--- config.mk ---
export PLATFORM = sky130hd
export DESIGN_NAME = supply_reset_ctrl
export DESIGN_NICKNAME = d
export VERILOG_FILES = /design/src/rtl/rstc_pkg.sv /design/src/rtl/rstc_sync.sv /design/src/rtl/rstc_qual.sv /design/src/rtl/supply_reset_ctrl.sv
export SDC_FILE = /design/constraint.sdc
export NUM_CORES = 1
export LEC_CHECK = 0
export ABC_AREA = 1
export BUFFER_PORTS_ARGS = -buffer_cell sky130_fd_sc_hd__buf_2
export CAP_MARGIN = 0
export CORE_MARGIN = 10
export CORE_UTILIZATION = 50
export CTS_CLUSTER_DIAMETER = 30
export DETAILED_ROUTE_END_ITERATION = 8
export GPL_ROUTABILITY_DRIVEN = 1
export PLACE_DENSITY = 0.71
export SLEW_MARGIN = 20
export SYNTH_ARGS = -nofsm -noshare
export SYNTH_HDL_FRONTEND = slang
export SYNTH_SLANG_ARGS = --single-unit
--- constraint.sdc ---
create_clock -name clk -period 1.8 [get_ports clk]
set_input_delay 0.18 -clock clk [delete_from_list [all_inputs] [get_ports clk]]
set_output_delay 0.18 -clock clk [all_outputs]
set_load 0.03 [all_outputs]
--- src/rtl/rstc_pkg.sv ---
package rstc_pkg;
    typedef enum logic [1:0] {
        ST_RUN,
        ST_HOLD,
        ST_STRETCH,
        ST_BOIRQ
    } rstc_state_e;

    localparam int CAUSE_W   = 3;
    localparam int CAUSE_PIN = 0;
    localparam int CAUSE_SW  = 1;
    localparam int CAUSE_BOD = 2;
    localparam int KEEP_W    = 2;
endpackage

--- src/rtl/rstc_sync.sv ---
module rstc_sync #(
    parameter int W      = 2,
    parameter int STAGES = 2
) (
    input  logic         clk,
    input  logic         arst_n,
    input  logic [W-1:0] d,
    output logic [W-1:0] q
);
    generate
        for (genvar i = 0; i < W; i++) begin : g_bit
            logic [STAGES-1:0] chain;
            always_ff @(posedge clk or negedge arst_n) begin
                if (!arst_n) chain <= '0;
                else         chain <= {chain[STAGES-2:0], d[i]};
            end
            assign q[i] = chain[STAGES-1];
        end
    endgenerate
endmodule

--- src/rtl/rstc_qual.sv ---
module rstc_qual #(
    parameter int HOLD = 24
) (
    input  logic clk,
    input  logic arst_n,
    input  logic din,
    output logic qual
);
    localparam int CW = $clog2(HOLD + 1);
    localparam logic [CW-1:0] LIM = CW'(HOLD);

    logic [CW-1:0] run_cnt;

    always_ff @(posedge clk or negedge arst_n) begin
        if (!arst_n)            run_cnt <= '0;
        else if (!din)          run_cnt <= '0;
        else if (run_cnt != LIM) run_cnt <= run_cnt + 1'b1;
    end

    assign qual = (run_cnt == LIM);
endmodule

--- src/rtl/supply_reset_ctrl.sv ---
module supply_reset_ctrl
    import rstc_pkg::*;
#(
    parameter int MC_CLKS     = 12,
    parameter int PIN_MC      = 2,
    parameter int BOD_CLKS    = 4,
    parameter int SYNC_STAGES = 2
) (
    input  logic               clk,
    input  logic               por_n,
    input  logic               rst_pin,
    input  logic               bod_in,
    input  logic               swr_bit,
    input  logic               bo_ie,
    input  logic               pof_clr,
    input  logic               cause_clr,
    output logic               core_rst,
    output logic               pc_restart,
    output logic               bo_irq,
    output logic               pof_flag,
    output logic [KEEP_W-1:0]  keep_mask,
    output logic [CAUSE_W-1:0] rst_cause
);
    localparam int PIN_CLKS = PIN_MC * MC_CLKS;
    localparam int SCW      = $clog2(MC_CLKS);
    localparam logic [SCW-1:0] STRETCH_LAST = SCW'(MC_CLKS - 1);

    logic [1:0] raw_in, sync_out;
    logic pin_q, bod_q;

    assign raw_in = {bod_in, rst_pin};

    rstc_sync #(.W(2), .STAGES(SYNC_STAGES)) u_sync (
        .clk(clk), .arst_n(por_n), .d(raw_in), .q(sync_out)
    );

    rstc_qual #(.HOLD(PIN_CLKS)) u_pin_qual (
        .clk(clk), .arst_n(por_n), .din(sync_out[0]), .qual(pin_q)
    );

    rstc_qual #(.HOLD(BOD_CLKS)) u_bod_qual (
        .clk(clk), .arst_n(por_n), .din(sync_out[1]), .qual(bod_q)
    );

    rstc_state_e state, state_nx;
    logic [SCW-1:0]     str_cnt;
    logic               swr_prev, sw_kind;
    logic               sw_rise;
    logic               enter_hold;
    logic [CAUSE_W-1:0] enter_cause;

    assign sw_rise = swr_bit & ~swr_prev;

    // Next-state and transition decode
    always_comb begin
        state_nx    = state;
        enter_hold  = 1'b0;
        enter_cause = '0;
        unique case (state)
            ST_RUN: begin
                if (pin_q) begin                       // T_PIN
                    state_nx = ST_HOLD;
                    enter_hold = 1'b1;
                    enter_cause[CAUSE_PIN] = 1'b1;
                end else if (bod_q && !bo_ie) begin    // T_BOD
                    state_nx = ST_HOLD;
                    enter_hold = 1'b1;
                    enter_cause[CAUSE_BOD] = 1'b1;
                end else if (sw_rise) begin            // T_SW
                    state_nx = ST_HOLD;
                    enter_hold = 1'b1;
                    enter_cause[CAUSE_SW] = 1'b1;
                end else if (bod_q) begin              // T_BOIRQ
                    state_nx = ST_BOIRQ;
                end
            end
            ST_BOIRQ: begin
                if (pin_q) begin                       // T_PIN
                    state_nx = ST_HOLD;
                    enter_hold = 1'b1;
                    enter_cause[CAUSE_PIN] = 1'b1;
                end else if (!bod_q) begin             // T_BOEND
                    state_nx = ST_RUN;
                end else if (!bo_ie) begin             // T_BOFORCE
                    state_nx = ST_HOLD;
                    enter_hold = 1'b1;
                    enter_cause[CAUSE_BOD] = 1'b1;
                end
            end
            ST_HOLD: begin
                if (!pin_q && !bod_q) state_nx = ST_STRETCH;   // T_RELEASE
            end
            ST_STRETCH: begin
                if (pin_q || bod_q)              state_nx = ST_HOLD; // T_RETRIG
                else if (str_cnt == STRETCH_LAST) state_nx = ST_RUN;  // T_DONE
            end
            default: state_nx = ST_HOLD;
        endcase
    end

    // State register and retained flags
    always_ff @(posedge clk or negedge por_n) begin
        if (!por_n) begin
            state     <= ST_STRETCH;
            str_cnt   <= '0;
            swr_prev  <= 1'b0;
            sw_kind   <= 1'b0;
            pof_flag  <= 1'b1;
            rst_cause <= '0;
        end else begin
            state    <= state_nx;
            swr_prev <= swr_bit;
            if (state_nx == ST_STRETCH && state == ST_STRETCH)
                str_cnt <= str_cnt + 1'b1;
            else
                str_cnt <= '0;
            if (enter_hold) begin
                sw_kind   <= enter_cause[CAUSE_SW];
                rst_cause <= enter_cause;
            end else if (cause_clr) begin
                rst_cause <= '0;
            end
            if (pof_clr) pof_flag <= 1'b0;
        end
    end

    // Outputs decoded from state
    always_comb begin
        core_rst   = 1'b0;
        pc_restart = 1'b0;
        bo_irq     = 1'b0;
        keep_mask  = '0;
        unique case (state)
            ST_RUN:   ;
            ST_BOIRQ: bo_irq = 1'b1;
            ST_HOLD: begin
                core_rst  = 1'b1;
                keep_mask = {KEEP_W{sw_kind}};
            end
            ST_STRETCH: begin
                core_rst   = 1'b1;
                keep_mask  = {KEEP_W{sw_kind}};
                pc_restart = (str_cnt == STRETCH_LAST) && !pin_q && !bod_q;
            end
            default: core_rst = 1'b1;
        endcase
    end
endmodule

==> impl_metrics.json <==
{
  "die_height_um": 69.5,
  "drive_gt1_share_pct": 27.5,
  "initial_utilization_pct": 53.9,
  "ctsRootBufferMaster": "clkbuf_4",
  "syn-cell-area_mm2": 0.00123,
  "ios": 17,
  "holdCritPathClass": "in2reg",
  "grt_max_degree": 25,
  "cp_max_fo": 3,
  "drc": 0,
  "timing.rr.end": "str_cnt[2]$_DFF_PN0_",
  "synth.avg_cell_area_um2": 8.41,
  "worst_pin_slew_ns": 0.527,
  "hold_violations": 0,
  "ys_ff_latch": 24,
  "mostFrequentLayoutCells": "nand2_1, inv_1, dfrtp_1",
  "viasPerCell": 5.02,
  "grt_antenna_before_repair": 0,
  "relSlewSlack_pct": 64.9,
  "pre_cts_slack_ns": 0.160,
  "antenna_cells": 0,
  "synth_top_area_share_pct": 44.9,
  "rows": 17,
  "hold_start": "cause_clr",
  "worst_slack_ns": 0.113,
  "placement.io_buffers": 16,
  "grt_usage_pct": 9.97,
  "avgRoutedWirePerCell_um": 11.8,
  "syn_nets": 163,
  "p_leak_nw": 0.818,
  "hold_end": "rst_cause[1]$_DFFE_PN0P_",
  "coreArea_mm2": 0.00228,
  "routabilityCongestion": 0.889,
  "routed_wl_um": 2420,
  "layout_commonest_cell": "nand2_1",
  "cp.arrival_ns": 1.51,
  "fp.dieW_um": 69.5,
  "critPathRequiredTime_ns": 1.62,
  "path_class": "reg2out",
  "final.fill_count": 185,
  "multiInputGateArea_um2": 583,
  "finalNetCount": 196,
  "grt_pass1_vias": 1031,
  "cts_tree": "done",
  "r2r-start": "u_pin_qual.run_cnt[1]$_DFFE_PN0P_",
  "grt_pass1_wl_um": 4210,
  "yosys-top-cells-area": "dfrtp_1, nand2_1, ha_1",
  "clk_latency_ns": 0.30,
  "max_freq_mhz": 593,
  "drtAntennaViolNets": 0,
  "vias": 1034,
  "numCtsBuffers": 3,
  "die_area_mm2": 0.00484,
  "cp-start-kind": "register",
  "overflow": 0,
  "dp.cells": 189,
  "ys_warn_count": 0,
  "drt-pass1-iter-count": 4,
  "power_mw": 1.55,
  "finClkSkew_ns": 0.00280,
  "ir_drop_mv": 0.679,
  "fin_crit_sh_pct": 93.7,
  "hpwl_um": 1720,
  "layout_min_cycle_time_ns": 1.69,
  "reg2reg_slack_ns": 0.18,
  "drv_cap": 0,
  "regArea_um2": 603,
  "finalMaxSlewViolations": 0,
  "cts_sinks": 24,
  "whs_path_depth": 4,
  "setup_viol": 0,
  "synthCells": 146,
  "clk_pin_slew_ns": 0.13,
  "clockBufferDepth": 2,
  "synth_top_cell_by_area": "dfrtp_1",
  "rsz0062_at_grt": "true",
  "ctsHtreeMaxLevel": 1,
  "syn2layout_area_growth_pct": 26.2,
  "fin_cells": 206,
  "drtIter0Drc": 67,
  "worst_setup_path_end_kind": "output port",
  "outcome": "completed",
  "yosysUniqueCellTypes": 21,
  "crit_start": "u_pin_qual.run_cnt[1]$_DFFE_PN0P_",
  "yosysSeqAreaShare_pct": 49.1,
  "powerDensity_mw_per_mm2": 998,
  "reg2reg_depth": 12
}
[layer usage]
metal / GRT usage, % / routed length [µm] / up-vias
li1: - / - / 520
met1: 12.0 / 1130 / 489
met2: 15.4 / 1090 / 21
met3: 3.99 / 172 / 4
met4: 3.99 / 33 / 0
met5: 0 / 0 / -
[cells by family after synthesis]
group / count (synthesis) / synth area share, %
AO/OA/AOI/OAI: 13 / 5.71
XOR/XNOR: 2 / 1.43
adder cells (fa/ha/maj): 9 / 9.17
buffers and inverters: 26 / 8.26
flip-flops: 24 / 49.1
AND/OR/NAND/NOR: 72 / 26.3
[sequential cells by signal (all words and copies together) (netlist names)]
register and flops:
sw_kind 1, state 2, str_cnt 4, swr_prev 1, u_bod_qual.run_cnt 3, pof_flag 1, u_pin_qual.run_cnt 5, rst_cause 3
u_sync.g_bit.chain 4
[per-stage QoR]
| stage | util (%) | TNS (ns) | hold slack, ns | instance area (µm²) |
|---|---|---|---|---|
| 2_1_floorplan | - | 0 | -0.116 | 1230 |
| 3_3_place_gp | 58.7 | 0 | 0.178 | 1340 |
| 3_5_place_dp | 58.7 | 0 | 0.191 | 1340 |
| 4_1_cts | 63.2 | 0 | 0.152 | 1440 |
| 5_1_grt | 68.1 | -0.0365 | 0.174 | 1550 |
| 6_report | 68.1 | 0 | 0.162 | 1550 |
[layout make-up]
type	count	share of cell area [%]
clock buffers	4	2.34
multi-input cells	96	37.6
well taps	28	2.26
repair buffers	29	12.8
flip-flops and latches	24	38.9
inverters	25	6.06
[synth_stat cells (all sizes together)]
cell type  number
a21oi           2
a31oi           1
buf             1
dfrtp          22
dfstp           2
ha              9
inv            25
nand2          36
nand3          14
nand3b          2
nand4           1
nor2           18
nor4            1
o2111ai         1
o21ai           9
xnor2           1
xor2            1
[how the worst max path moves through the flow]
stage / end / slack [ns] / cells past startpoint
4_1_cts: pc_restart / 0.001 / 8
5_1_grt: pc_restart / -0.04 / 8
6_report: pc_restart / 0.11 / 8
2_1_floorplan: keep_mask[1] / 0.02 / 5
3_3_place_gp: str_cnt[0]$_DFF_PN0_ / 0.20 / 9
3_5_place_dp: str_cnt[2]$_DFF_PN0_ / 0.16 / 11
[critical path: stages, from the launching register on]
cell and delay [ns]:
dfrtp_1 0.40, inv_1 0.06, ha_2 0.17, nand2_2 0.08
nor2_4 0.05, nor2_4 0.13, nand2_1 0.06, nor2_1 0.10
buf_4 0.16
[power by group]
group          internal (mW)  leakage [nW]  switching [mW]  total [mW]
Sequential             0.598         0.309          0.0328       0.631
Clock                  0.123        0.0210           0.153       0.276
Combinational          0.251         0.487           0.388       0.639
[timing repair]
item | 4_1_cts | 5_1_grt
pin swaps | 1 | 4
resized for setup | 1 | 17
endpoints found under the hold margin | 26 | 0
buffers inserted | 2 | 6
hold buffers | 5 | 0
endpoints found under the setup margin | 3 | 11
Power figures use the tool's default switching activity.
